## config.mk

```make
export PLATFORM = sky130hd
export DESIGN_NAME = dbl_to_int
export DESIGN_NICKNAME = d
export VERILOG_FILES = /design/src/rtl/dbl_to_int.sv
export SDC_FILE = /design/constraint.sdc
export NUM_CORES = 1
export LEC_CHECK = 0
export ABC_AREA = 1
export BUFFER_PORTS_ARGS = -buffer_cell sky130_fd_sc_hd__clkbuf_2
export CORE_ASPECT_RATIO = 1.1
export CORE_MARGIN = 5
export CORE_UTILIZATION = 35
export DETAILED_ROUTE_END_ITERATION = 8
export GPL_TIMING_DRIVEN = 0
export PLACE_DENSITY_LB_ADDON = 0.25
export SLEW_MARGIN = 10
export SYNTH_ARGS = -nofsm -noshare
export SYNTH_HDL_FRONTEND = slang
export SYNTH_SLANG_ARGS = --single-unit
```

## constraint.sdc

```tcl
create_clock -name clk -period 5.6 [get_ports clk]
set_clock_uncertainty 0.1 [all_clocks]
set_input_delay 0.56 -clock clk [delete_from_list [all_inputs] [get_ports clk]]
set_output_delay 0.56 -clock clk [all_outputs]
set_load 0.01 [all_outputs]
```

## src/rtl/dbl_to_int.sv

```systemverilog
module dbl_to_int (
  input  logic        clk,
  input  logic        rst_n,
  input  logic        in_valid,
  input  logic [63:0] in_op,
  input  logic [1:0]  in_rmode,
  input  logic        in_ovf_trap_en,
  output logic        out_valid,
  output logic [63:0] out_int,
  output logic        out_invalid,
  output logic        out_iov,
  output logic        out_inexact
);

  localparam logic [1:0]  RM_CHOP  = 2'd0;
  localparam logic [1:0]  RM_MINUS = 2'd1;
  localparam logic [1:0]  RM_NEAR  = 2'd2;
  localparam logic [1:0]  RM_PLUS  = 2'd3;
  localparam logic [10:0] EXP_HALF = 11'd1022;
  localparam logic [10:0] EXP_TOP  = 11'd1086;
  localparam logic [10:0] EXP_SPEC = 11'h7ff;
  localparam logic [63:0] HALF_WORD = 64'h8000_0000_0000_0000;

  // stage 1: unpack and align
  wire [10:0]  exp_a   = in_op[62:52];
  wire [63:0]  sig_a   = {exp_a != 11'd0, in_op[51:0], 11'b0};
  wire [10:0]  rdist   = EXP_TOP - exp_a;
  wire [10:0]  ldist   = exp_a - EXP_TOP;
  wire [127:0] rwide   = {sig_a, 64'b0} >> rdist[5:0];
  wire         spec_a  = exp_a == EXP_SPEC;
  wire         zero_a  = in_op[62:0] == 63'd0;

  logic [63:0] int_a, stk_a;
  logic        big_a;

  always_comb begin
    big_a = 1'b0;
    if (exp_a < EXP_HALF) begin
      int_a = '0;
      stk_a = 64'd1;
    end else if (exp_a == EXP_HALF) begin
      int_a = '0;
      stk_a = sig_a;
    end else if (exp_a <= EXP_TOP) begin
      int_a = rwide[127:64];
      stk_a = rwide[63:0];
    end else begin
      big_a = 1'b1;
      stk_a = '0;
      int_a = (ldist > 11'd63) ? 64'd0 : (sig_a << ldist[5:0]);
    end
  end

  logic        s1_valid, s1_sign, s1_spec, s1_zero, s1_big, s1_te;
  logic [1:0]  s1_rm;
  logic [63:0] s1_int, s1_stk;

  always_ff @(posedge clk or negedge rst_n) begin
    if (!rst_n) begin
      s1_valid <= 1'b0;
      s1_sign  <= 1'b0;
      s1_spec  <= 1'b0;
      s1_zero  <= 1'b0;
      s1_big   <= 1'b0;
      s1_te    <= 1'b0;
      s1_rm    <= RM_CHOP;
      s1_int   <= '0;
      s1_stk   <= '0;
    end else begin
      s1_valid <= in_valid;
      if (in_valid) begin
        s1_sign <= in_op[63];
        s1_spec <= spec_a;
        s1_zero <= zero_a;
        s1_big  <= big_a;
        s1_te   <= in_ovf_trap_en;
        s1_rm   <= in_rmode;
        s1_int  <= int_a;
        s1_stk  <= stk_a;
      end
    end
  end

  // stage 2: round, range check, sign
  wire stk_nz = |s1_stk;
  wire tie    = s1_stk == HALF_WORD;

  logic inc;
  always_comb begin
    case (s1_rm)
      RM_NEAR:  inc = s1_stk[63];
      RM_PLUS:  inc = !s1_sign && stk_nz;
      RM_MINUS: inc = s1_sign && stk_nz;
      default:  inc = 1'b0;
    endcase
  end

  wire [64:0] sum   = {1'b0, s1_int} + 65'd1;
  wire        wrap  = inc && sum[64];
  wire [63:0] mag   = inc ? {sum[63:1], sum[0] & ~((s1_rm == RM_NEAR) && tie)} : s1_int;
  wire        range = s1_sign ? (mag[63] && (|mag[62:0])) : mag[63];
  wire        ovf   = s1_big || wrap || range;
  wire [63:0] res   = s1_sign ? (~mag + 64'd1) : mag;

  always_ff @(posedge clk or negedge rst_n) begin
    if (!rst_n) begin
      out_valid   <= 1'b0;
      out_int     <= '0;
      out_invalid <= 1'b0;
      out_iov     <= 1'b0;
      out_inexact <= 1'b0;
    end else begin
      out_valid   <= s1_valid;
      out_int     <= '0;
      out_invalid <= 1'b0;
      out_iov     <= 1'b0;
      out_inexact <= 1'b0;
      if (s1_valid) begin
        if (s1_spec) begin
          out_invalid <= 1'b1;
        end else if (!s1_zero) begin
          out_int     <= res;
          out_iov     <= ovf && s1_te;
          out_inexact <= ovf || stk_nz;
        end
      end
    end
  end

endmodule

```

**Word-level counts from Yosys, hierarchy flattened**

Cells that the tools add are included.

- Multiplexer cells: 25
- Shifts and indexed selects: 2
- Order comparisons: 3
- Equality and inequality tests: 6
- Reductions and logical operators: 14
- Bitwise gates (word level): 3
- Add/subtract/negate cells: 4

Operators by type and width:

| operator | count |
|---|---|
| $mux 64 | 12 |
| $shr 128x6->128 | 1 |
| $add 64x1->65 const B | 1 |
| $add 64x1->64 const B | 1 |
| $eq 64x64->1 const B | 1 |
| $not 64->64 | 1 |
| $reduce_or 64->1 | 1 |
| $shl 64x6->64 | 1 |
| $logic_not 63->1 | 1 |
| $reduce_or 63->1 | 1 |
| $mux 1 | 12 |
| $eq 11x10->1 const B | 1 |
| $eq 11x11->1 const B | 1 |
| $gt 11x6->1 const B | 1 |
| $le 11x11->1 const B | 1 |
| $lt 11x10->1 const B | 1 |
| $reduce_bool 11->1 | 1 |
| $sub 11x11->11 const B | 1 |
| $logic_and 1x1->1 | 6 |
| $sub 6x6->6 const A | 1 |
| $eq 2x2->1 const B | 2 |
| $logic_or 1x1->1 | 3 |
| $pmux 1 s3 | 1 |
| $eq 2x1->1 const B | 1 |
| 3 further kinds | 3 |

- Register bits after elaboration: 204

**Logic depth before layout (Yosys ltp)**

- Depth after elaboration: 13
- Mapped depth: 23

**Least setup slack after synthesis**

Ideal clock, no wire load.

- Path kind: input port to flip-flop
- Start: input in_op[53]
- End: register s1_int[11]
- Cell stages on the path: 17
- Setup slack: 2073 ps
- Required time: 5378 ps
- Data arrival time: 3305 ps
- Cell sequence: buf_2 inv_2 clkbuf_1 buf_1 ha_1 clkbuf_1 inv_1 clkbuf_1 clkbuf_1 o21ai_0 mux2i_1 nand2_1 nand2_1 o21ai_0 a21oi_1 nand2_1 a32o_1

- Word-level cells in the longest chain between the ends: 6

Ends and longest elaborated chain:

| item | line | text |
|---|---|---|
| start, declared | 5 | `input logic [63:0] in_op,` |
| $sub 11x11->11 or $reduce_bool 11->1 (tied branches) | 28, 26 |  |
| $gt 11x6->1 or $shl 64x6->64 (tied branches) | 50 | `int_a = (ldist > 11'd63) ? 64'd0 : (sig_a << ldist[5:0]);` |
| $mux 64 | 50 |  |
| $mux 64 | 44 | `end else if (exp_a <= EXP_TOP) begin` |
| $mux 64 | 41 | `end else if (exp_a == EXP_HALF) begin` |
| $mux 64 (*) | 38 | `if (exp_a < EXP_HALF) begin` |
| end signal, assigned | 78 | `s1_int <= int_a;` |
| end, declared | 56 | `logic [63:0] s1_int, s1_stk;` |

Every way passes the cells marked *; elsewhere a longest branch is shown, timed or not.
A chain may end at the register's enable or synchronous reset.

**Final worst setup path**

- Start: input in_op[53]
- End: register s1_int[16]

The elaborated chain is that of the path after synthesis.

==> results.json <==
{
  "async_flop_share_pct": 100,
  "setup_total_negative_slack_ns": 0,
  "register_area_sq_um": 4850,
  "fmax_mhz": 185,
  "clock_tree.htree_level_count": 4,
  "dp_slack_ns": -0.0976,
  "layout_worst_path_cycle_share_pct": 96.3,
  "yosys_warnings": 0,
  "outcome": "finished clean",
  "grt_pass1_vias": 23500,
  "critical_path_peak_fanout": 12,
  "drt_pass_1_iters": 5,
  "primary_flip_flop_cell_chosen_by_synthesis_mapping": "sky130_fd_sc_hd__dfrtp_1",
  "clk_latency_ns": 0.51,
  "post_cts_repair_setup_buffers": 0,
  "syn_to_final_growth_pct": 12.1,
  "overflow": 0,
  "min_path_type": "input pin to async pin",
  "vdd_ir_drop_max_mv": 0.173,
  "rsz_0062_raised_after_global_routing": "false",
  "antenna_violations_before_repair": 0,
  "synth_largest_area_cell": "sky130_fd_sc_hd__dfrtp_1",
  "nFillCells": 6190,
  "power.density_cell_area_nw_per_um2": 264,
  "synth-edff-count": 0,
  "cts_resized": 0,
  "die_h_um": 255,
  "cap_violations": 0,
  "drive_above_1_share_pct": 7.21,
  "yosysUniqueCellTypes": 49,
  "cts.hold.buffers_added": 0,
  "cts_buffer_depth": 2,
  "postLayoutCoreUtil_pct": 39.8,
  "r2r_cells": 17,
  "root_buffer": "sky130_fd_sc_hd__clkbuf_16",
  "post-synth-top-count-cell": "sky130_fd_sc_hd__nand2_1",
  "die_area_sq_um": 59300,
  "routabilityCongestion": 1.05,
  "synth_largest_type_area_fraction_pct": 25.4,
  "tightestPinTransition_ns": 1.34,
  "grt_pass1_wl_um": 165000,
  "io_pins": 138,
  "crit_path_end_kind": "register",
  "viasPerCell": 5.68,
  "tritoncts_clock_tree": "built",
  "cp.arrival_ns": 5.65,
  "post_synthesis_sequential_area_ratio_pct": 25.4,
  "post_synth_inst_count": 3336,
  "drt-total-wl_um": 119000,
  "post_synth_main_area_contributors": "sky130_fd_sc_hd__dfrtp_1 25%, sky130_fd_sc_hd__nand2_1 22%, sky130_fd_sc_hd__o21ai_0 12%",
  "finalSetupViolCount": 0,
  "ant_nets": 0,
  "timing.setup.critical_path_class": "input pin to register",
  "wl_per_cell_um": 28.0,
  "grt_start_max_net_pins": 99,
  "detailroute.via_count": 24100,
  "start_util_pct": 35.5,
  "fp-row-count": 89,
  "chipWidth_um": 233,
  "clock-sinks": 194,
  "avgSynthCellArea_sq_um": 5.72,
  "timing.final.hold_violations": 0,
  "cp_data_required_time_ns": 5.86,
  "track_usage_pct": 39.1,
  "synth.cell_area_sq_um": 19100,
  "clk_transition_reported_paths_ns": 0.08,
  "post-route-min-period_ns": 5.39,
  "multi_input_area_sq_um": 12600,
  "setup.worst_path.start_class": "input pin",
  "io_buffers": 137,
  "synth.cells.most_frequent": "1128 x sky130_fd_sc_hd__nand2_1, 490 x sky130_fd_sc_hd__nor2_1, 459 x sky130_fd_sc_hd__o21ai_0",
  "numCtsBuffers": 17,
  "finish.net_count": 3574,
  "syn_nets": 3415,
  "number_of_flip_flops_and_latches_in_the_synthesized_netlist": 194,
  "min_setup_slack_post_route_ns": 0.209,
  "timing_max_transition_violations_final": 0,
  "fin_worst_hold_slack_ns": 0.0626,
  "number_of_drc_violations_after_detailed_routing_iteration_0": 2358,
  "route.detailed.drc": 0,
  "coreArea_sq_um": 53800,
  "dp_hpwl_um": 101000,
  "timing.slew.headroom_pct": 9.78,
  "total_leakage_power_nw": 9.86
}
==> per-stage QoR <==
stage	cell area [sq um]	std cells	total power [mW]
after floorplan	19100	3336	3.11
after global placement	20700	4201	4.25
after detailed placement	20800	4204	4.24
after CTS	21400	4236	5.59
after global routing	21400	4236	5.90
final	21400	4237	5.66
==> flip-flops by register name, indices dropped and copies added (netlist names), 2 cells and up <==
signal,flops
s1_rm,2
out_int,64
s1_stk,54
s1_int,64
==> final cells by class <==
type                    count  share of cell area, %
inverters                 232                   4.07
repair buffers            140                   3.46
multi-input cells        2725                   59.0
clock buffers              17                   1.99
diodes                      1                 0.0117
flip-flops and latches    194                   22.7
plain buffers             185                   3.54
clock inverters            15                   1.00
well taps                 728                   4.26
==> cells in the final DEF (no fill, tap or decap), drive strengths merged, types with 38 or more instances in the layout <==
cell type and instances:
dfrtp 194, nand2 1138, mux2i 38, buf 44, o221ai 57, a21oi 109
inv 236, o21ai 482, nor2 511, nand3 152, clkbuf 298
==> metal layers <==
layer	GRT usage (%)	share of wire (%)
met1	40.0	34
met3	5.95	5.7
met4	39.5	13
met2	66.9	47
met5	0	0
==> power by group <==
group	switching, mW	internal (mW)	leakage [nW]
Clock	0.670	0.689	0.308
Sequential	0.129	1.54	2.57
Combinational	1.98	0.651	6.99
Total	2.78	2.88	9.86
==> path summary, 6_finish.rpt <==
kind,from,to,slack (ns)
worst max register to register,s1_int[0],out_int[63],1.55
min in group clk,in_ovf_trap_en,s1_te,0.16
max in group asynchronous,rst_n,s1_stk[42],4.28
worst max-delay path,in_op[53],s1_int[16],0.21
worst min-delay path,rst_n,out_int[15],0.06
worst min register to register,s1_valid,out_valid,0.30
==> logic make-up (layout without fill, tap and decap cells) <==
logic type | Yosys count | in the layout | share of synthesized area (%)
and+or+nand+nor | 1902 | 1902 | 40.2
buffers and inverters | 417 | 589 | 8.53
DFF | 194 | 194 | 25.4
muxes | 38 | 38 | 1.99
other | 0 | 1 | 0
AOI/OAI and AO/OA | 741 | 741 | 21.6
xor gates and xnor gates | 35 | 35 | 1.61
adders and majority gates | 9 | 9 | 0.590
==> worst max-delay path, cell delays in order <==
cell and delay [ns]:
sky130_fd_sc_hd__clkbuf_2 0.14, sky130_fd_sc_hd__buf_2 0.20, sky130_fd_sc_hd__inv_2 0.09, sky130_fd_sc_hd__clkbuf_1 0.36, sky130_fd_sc_hd__buf_1 0.52, sky130_fd_sc_hd__ha_1 0.34
sky130_fd_sc_hd__clkbuf_1 0.22, sky130_fd_sc_hd__inv_1 0.15, sky130_fd_sc_hd__clkbuf_1 0.31, sky130_fd_sc_hd__clkbuf_1 0.39, sky130_fd_sc_hd__o21ai_0 0.28, sky130_fd_sc_hd__mux2i_1 0.37
sky130_fd_sc_hd__o21ai_0 0.24, sky130_fd_sc_hd__o21ai_0 0.99, sky130_fd_sc_hd__a21oi_1 0.16, sky130_fd_sc_hd__o21ai_0 0.23, sky130_fd_sc_hd__nand2_1 0.09
Note: power is estimated with default switching activity, not from simulation.
